<file path="src/rtl/rslv_pkg.sv">
`timescale 1ns/1ps
package rslv_pkg;

  typedef enum logic [2:0] {
    ST_IDLE,
    ST_STROBE,
    ST_SELECT,
    ST_XFER,
    ST_TAIL,
    ST_GUARD
  } rslvState_t;

  typedef struct packed {
    logic clear;
    logic shift;
    logic load;
    logic isAngle;
  } rslvStrobe_t;

  function automatic int ceilCycles(input int ns, input int clkNs);
    return (ns + clkNs - 1) / clkNs;
  endfunction

endpackage

</file>
<file path="src/rtl/rslv_ctrl.sv">
`timescale 1ns/1ps
module rslv_ctrl
  import rslv_pkg::*;
#(
  parameter int CLK_NS    = 5,
  parameter int SCLK_HALF = 13,
  parameter int FRAME_W   = 16,
  parameter int MARGIN_NS = 20
) (
  input  logic        clk,
  input  logic        rstN,
  input  logic        reqValid,
  input  logic        reqAngle,
  output logic        reqReady,
  output logic        sampleN,
  output logic        selAngle,
  output logic        spiSclk,
  output logic        spiCsN,
  output rslvStrobe_t strb
);

  localparam int SCLK_NS    = 2 * SCLK_HALF * CLK_NS;
  localparam int STROBE_CYC = ceilCycles(6 * SCLK_NS + MARGIN_NS, CLK_NS);
  localparam int GUARD_CYC  = ceilCycles(2 * SCLK_NS + MARGIN_NS, CLK_NS);
  localparam int MAX_CYC    = (STROBE_CYC > GUARD_CYC) ?
                              ((STROBE_CYC > SCLK_HALF) ? STROBE_CYC : SCLK_HALF) :
                              ((GUARD_CYC > SCLK_HALF) ? GUARD_CYC : SCLK_HALF);
  localparam int CNT_W      = $clog2(MAX_CYC + 1);
  localparam int BIT_W      = $clog2(FRAME_W + 1);

  localparam logic [CNT_W-1:0] STROBE_LD = CNT_W'(STROBE_CYC - 1);
  localparam logic [CNT_W-1:0] GUARD_LD  = CNT_W'(GUARD_CYC - 1);
  localparam logic [CNT_W-1:0] HALF_LD   = CNT_W'(SCLK_HALF - 1);
  localparam logic [BIT_W-1:0] LAST_BIT  = BIT_W'(FRAME_W - 1);

  rslvState_t       state;
  logic [CNT_W-1:0] cnt;
  logic [BIT_W-1:0] bitCnt;
  logic             chanAngle;
  logic             cntDone;

  assign cntDone  = (cnt == '0);
  assign reqReady = (state == ST_IDLE);

  always_ff @(posedge clk or negedge rstN) begin
    if (!rstN) begin
      state     <= ST_IDLE;
      cnt       <= '0;
      bitCnt    <= '0;
      chanAngle <= 1'b0;
      sampleN   <= 1'b0;
      selAngle  <= 1'b0;
      spiSclk   <= 1'b1;
      spiCsN    <= 1'b1;
    end else begin
      case (state)
        ST_IDLE: begin
          sampleN <= 1'b1;
          if (reqValid) begin
            chanAngle <= reqAngle;
            sampleN   <= 1'b0;
            cnt       <= STROBE_LD;
            state     <= ST_STROBE;
          end
        end
        ST_STROBE: begin
          if (cntDone) begin
            sampleN  <= 1'b1;
            selAngle <= chanAngle;
            cnt      <= HALF_LD;
            state    <= ST_SELECT;
          end else begin
            cnt <= cnt - 1'b1;
          end
        end
        ST_SELECT: begin
          if (cntDone) begin
            spiCsN  <= 1'b0;
            spiSclk <= 1'b1;
            bitCnt  <= '0;
            cnt     <= HALF_LD;
            state   <= ST_XFER;
          end else begin
            cnt <= cnt - 1'b1;
          end
        end
        ST_XFER: begin
          if (cntDone) begin
            cnt     <= HALF_LD;
            spiSclk <= ~spiSclk;
            if (!spiSclk) begin
              bitCnt <= bitCnt + 1'b1;
              if (bitCnt == LAST_BIT) state <= ST_TAIL;
            end
          end else begin
            cnt <= cnt - 1'b1;
          end
        end
        ST_TAIL: begin
          if (cntDone) begin
            spiCsN <= 1'b1;
            cnt    <= GUARD_LD;
            state  <= ST_GUARD;
          end else begin
            cnt <= cnt - 1'b1;
          end
        end
        ST_GUARD: begin
          if (cntDone) state <= ST_IDLE;
          else         cnt   <= cnt - 1'b1;
        end
        default: state <= ST_IDLE;
      endcase
    end
  end

  assign strb.clear   = (state == ST_IDLE) && reqValid;
  assign strb.shift   = (state == ST_XFER) && cntDone && !spiSclk;
  assign strb.load    = (state == ST_TAIL) && cntDone;
  assign strb.isAngle = chanAngle;

  AST_CS_EDGE_SCLK_HIGH: assert property (@(posedge clk) disable iff (!rstN)
    ($rose(spiCsN) || $fell(spiCsN)) |-> spiSclk) else $error("cs edge with sclk low");
  AST_STROBE_NO_XFER: assert property (@(posedge clk) disable iff (!rstN)
    !sampleN |-> spiCsN) else $error("strobe overlaps transfer");
  AST_SEL_STABLE_XFER: assert property (@(posedge clk) disable iff (!rstN)
    (!spiCsN && $past(!spiCsN)) |-> $stable(selAngle)) else $error("select moved in transfer");
  AST_BITS_BOUNDED: assert property (@(posedge clk) disable iff (!rstN)
    bitCnt <= BIT_W'(FRAME_W)) else $error("bit count overflow");
  AST_STROBE_ON_ACCEPT: assert property (@(posedge clk) disable iff (!rstN)
    $fell(sampleN) |-> $past(reqValid && reqReady)) else $error("strobe without accept");

endmodule

</file>
<file path="src/rtl/rslv_dpath.sv">
`timescale 1ns/1ps
module rslv_dpath
  import rslv_pkg::*;
#(
  parameter int FRAME_W = 16,
  parameter int RES_W   = 12,
  parameter int OUT_W   = 16
) (
  input  logic             clk,
  input  logic             rstN,
  input  rslvStrobe_t      strb,
  input  logic             spiMiso,
  output logic             resValid,
  output logic [OUT_W-1:0] resData
);

  localparam int PAD_W = OUT_W - RES_W;

  logic [FRAME_W-1:0] shReg;
  logic [RES_W-1:0]   field;
  logic [OUT_W-1:0]   extended;

  assign field = shReg[FRAME_W-1 -: RES_W];

  generate
    if (PAD_W > 0) begin : g_pad
      logic padBit;
      assign padBit   = field[RES_W-1] & ~strb.isAngle;
      assign extended = {{PAD_W{padBit}}, field};
    end else begin : g_nopad
      assign extended = field;
    end
  endgenerate

  always_ff @(posedge clk or negedge rstN) begin
    if (!rstN) begin
      shReg    <= '0;
      resValid <= 1'b0;
      resData  <= '0;
    end else begin
      if (strb.clear)      shReg <= '0;
      else if (strb.shift) shReg <= {shReg[FRAME_W-2:0], spiMiso};
      resValid <= strb.load;
      if (strb.load) resData <= extended;
    end
  end

  AST_VALID_SINGLE: assert property (@(posedge clk) disable iff (!rstN)
    resValid |=> !resValid) else $error("valid longer than one cycle");
  AST_NO_SHIFT_AT_LOAD: assert property (@(posedge clk) disable iff (!rstN)
    !(strb.shift && strb.load)) else $error("shift and load together");

endmodule

</file>
<file path="src/rtl/rslv_sampler.sv">
`timescale 1ns/1ps
module rslv_sampler
  import rslv_pkg::*;
#(
  parameter int CLK_NS    = 5,
  parameter int SCLK_HALF = 13,
  parameter int FRAME_W   = 16,
  parameter int RES_W     = 12,
  parameter int OUT_W     = 16
) (
  input  logic             clk,
  input  logic             rstN,
  input  logic             reqValid,
  input  logic             reqAngle,
  output logic             reqReady,
  output logic             sampleN,
  output logic             selAngle,
  output logic             spiSclk,
  output logic             spiCsN,
  input  logic             spiMiso,
  output logic             resValid,
  output logic [OUT_W-1:0] resData
);

  rslvStrobe_t strb;

  rslv_ctrl #(
    .CLK_NS(CLK_NS), .SCLK_HALF(SCLK_HALF), .FRAME_W(FRAME_W), .MARGIN_NS(20)
  ) u_ctrl (
    .clk(clk), .rstN(rstN), .reqValid(reqValid), .reqAngle(reqAngle),
    .reqReady(reqReady), .sampleN(sampleN), .selAngle(selAngle),
    .spiSclk(spiSclk), .spiCsN(spiCsN), .strb(strb)
  );

  rslv_dpath #(
    .FRAME_W(FRAME_W), .RES_W(RES_W), .OUT_W(OUT_W)
  ) u_dpath (
    .clk(clk), .rstN(rstN), .strb(strb), .spiMiso(spiMiso),
    .resValid(resValid), .resData(resData)
  );

endmodule

</file>
<file path="config.mk">
export PLATFORM = sky130hd
export DESIGN_NAME = rslv_sampler
export DESIGN_NICKNAME = d
export VERILOG_FILES = /design/src/rtl/rslv_pkg.sv /design/src/rtl/rslv_ctrl.sv /design/src/rtl/rslv_dpath.sv /design/src/rtl/rslv_sampler.sv
export SDC_FILE = /design/constraint.sdc
export NUM_CORES = 1
export LEC_CHECK = 0
export CORE_UTILIZATION = 29
export DETAILED_ROUTE_END_ITERATION = 8
export GPL_ROUTABILITY_DRIVEN = 0
export PLACE_DENSITY_LB_ADDON = 0.12
export SLEW_MARGIN = 10
export SYNTH_ARGS = -nofsm -noshare
export SYNTH_HDL_FRONTEND = slang
export SYNTH_SLANG_ARGS = --single-unit
</file>
<file path="constraint.sdc">
create_clock -name clk -period 4.1 [get_ports clk]
set_input_delay 0.82 -clock clk [delete_from_list [all_inputs] [get_ports clk]]
set_output_delay 0.82 -clock clk [all_outputs]
set_load 0.02 [all_outputs]
</file>
==> impl_metrics.tcl <==
set metrics [dict create \
    status "finished, final reports clean" \
    seq_area_sq_um 1280 \
    ys_ff_latch 51 \
    placement.cell_area_sq_um 2840 \
    skew_ps 7.49 \
    synth_top_area_cell "dfrtp_1" \
    reg2reg_slack_ps 1640 \
    initial_core_util_pct 30.6 \
    synth_mux_area_share_pct 13.9 \
    grt_max_degree 30 \
    fillers 868 \
    gr-total-overflow 0 \
    die_x_um 95.7 \
    finalInstanceArea_sq_um 2940 \
    synthArstFlopShare_pct 100 \
    finalSetupViolCount 0 \
    avgSynthCellArea_sq_um 10.9 \
    synth_top_area_share_pct 48.1 \
    ios 27 \
    crit_path_max_fanout 20 \
    fin_util_pct 35.2 \
    core_area_sq_um 8340 \
    dieArea_sq_um 9170 \
    slowest_delay_ps 630 \
    peakVddDrop_mv 0.136 \
    post_cts_resized 0 \
    synth-adder-area-share_pct 1.47 \
    worst-endpoint-required_ps 3280 \
    htree_levels 2 \
    fp-row-count 33 \
    start_kind "flip-flop" \
    yosys.area_share.simple_pct 17.7 \
    tritoncts "built" \
    synth.most_common_cell "dfrtp_1" \
    layout.nets 258 \
    clk_path_buf_depth 2 \
    min_period_ps 3020 \
    fin_crit_sh_pct 73.6 \
    synth-seq-area-share_pct 50.2 \
    first_pass_iters 4 \
    ys_top_cells_by_area "dfrtp_1, mux2i_1, mux2_2" \
    rr_endpoint "u_ctrl.cnt[5]" \
    holdPathEnd "u_ctrl.spiCsN" \
    yosysWarningCount 0 \
    cpMaxStageDelayCell "dfrtp_1" \
    ctsHoldBuffers 0 \
    synthFlopType "dfrtp_1" \
    multi_input_area_sq_um 1140 \
    r2r-start "u_ctrl.cnt[0]" \
    hold_depth 2 \
    drc 0 \
    syn_area_sq_um 2550 \
    slew_headroom_pct 51.2 \
    crit_path_cell_trace "or3_1 > inv_1 > clkdlybuf4s50_1" \
    drive_gt1_share_pct 16.7 \
    synth_cell_types 50 \
    grt_usage_pct 13.1 \
    drt-vias-per-instance 5.10 \
    wl_mm 5.36 \
    startpoint "u_ctrl.state[0]" \
    synth_compound_area_share_pct 11.9 \
    drtIter0Drc 94 \
    synthTopCellsByCount "dfrtp_1, nor2_1, mux2i_1" \
    ant_nets 0 \
    grt_pass1_wl_mm 9.32 \
    post-cts-setup-buffer-count 0 \
    min_from "u_ctrl.spiCsN" \
    crit_type "reg2out" \
    rr_worst_depth 6 \
    synth_cells 234 \
    cts.clk_slew.worst_paths_ps 100 \
    clock-root-buffer "clkbuf_8" \
    place.port_buffers 26 \
    hp-class "reg2reg" \
    antenna_found_initial 0 \
    synth_xor_area_share_pct 0 \
    whs_ps 501 \
    cp_num_buf_inv 2 \
    hpwl_mm 3.50 \
    maxSlewViolCount 0 \
    diodes 0 \
    final_hold_viol_count 0 \
    cp.arrival_ps 2200 \
    area_growth_pct 15.2 \
    power.density_nw_per_um2 283 \
    final.setup.tns_ps 0 \
    fp.dieH_um 95.7 \
    clock_sinks 51 \
    synth_edf_count 0 \
    cts_buffers 5 \
    fmaxAchievable_mhz 331 \
    syn_nets 242 \
    grt_pass1_vias 1823 \
    max_cap_viol_count 0 \
    vias 1815 \
    critPathTopFamily "buffers and inverters" \
    leakagePower_nw 1.34 \
    wl_per_cell_um 15.1 \
    rsz0062_at_grt "false" \
    tightestPinTransition_ps 731 \
    synth_top_family_by_area "simple AND/OR/NAND/NOR gates" \
    cp-end-kind "primary output" \
    clock_latency_ps 310 \
]
[per-stage QoR]
| stage | std cells | worst slack, ps | power (mW) |
|---|---|---|---|
| 2_1_floorplan | 234 | 2080 | 0.514 |
| 3_3_place_gp | 348 | 1450 | 0.530 |
| 3_5_place_dp | 348 | 1430 | 0.530 |
| 4_1_cts | 356 | 1070 | 0.845 |
| 5_1_grt | 356 | 971 | 0.866 |
| 6_report | 356 | 1080 | 0.830 |
[per-layer routing]
metal / vias up / GRT usage [%] / wire length [um]
met5: - / 0 / 0
met4: 0 / 3.61 / 51
met3: 4 / 2.76 / 185
met2: 30 / 19.7 / 2430
met1: 904 / 19.1 / 2690
li1: 877 / - / -
[registers in the layout (all words and copies together), names as in the netlist, 3 cells and up]
name             cells
u_ctrl.bitCnt        5
u_ctrl.cnt           8
u_ctrl.state         3
u_dpath.resData     13
u_dpath.shReg       16
[kinds of logic (layout without fill, tap and decap cells)]
family | Yosys count | count (layout)
simple gates | 80 | 80
flops | 51 | 51
compound gates | 42 | 42
mux | 33 | 33
buf+inv | 25 | 42
fa+ha+maj | 3 | 3
[cell type report]
class	instances	area share, %
multi-input cells	158	39.0
clock inverters	3	0.767
well taps	105	4.48
inverters	7	0.895
repair buffers	27	8.95
flip-flops and latches	51	43.6
clock buffers	5	2.34
[power by group]
| group | internal (mW) | total [mW] | switching [mW] |
|---|---|---|---|
| clock | 0.124 | 0.311 | 0.187 |
| combinational | 0.00378 | 0.0149 | 0.0111 |
| sequential | 0.503 | 0.504 | 0.000268 |
[worst reg2reg max path: stages, from the launching register on]
cell and delay (ps):
dfrtp_1 440, inv_1 120, ha_1 220, nor3b_4 440, nand4_2 540, a221oi_1 460, o22a_1 180
[worst max path at each step]
stage	endpoint	slack (ps)	cells past startpoint
after floorplan	u_ctrl.spiSclk	2080	6
after global placement	reqReady	1450	3
after detailed placement	reqReady	1430	3
after CTS	reqReady	1070	3
after global routing	reqReady	970	3
final	reqReady	1080	3
[layout by cell type, fill, tap and decap left out, types with 3 or more instances in the layout]
master           count
dfrtp_1             49
clkdlybuf4s50_1     25
nor2_1              22
mux2i_1             17
nand2_1             16
mux2_2              15
o21ai_0              8
nor3_1               8
inv_1                7
nand2b_1             6
a22o_2               5
a21oi_1              5
clkbuf_8             5
and3_1               3
or3_1                3
o21ai_1              3
nor4_1               3
o211ai_1             3
nand3_1              3
a221oi_1             3
ha_1                 3
Power figures use the tool's default switching activity.
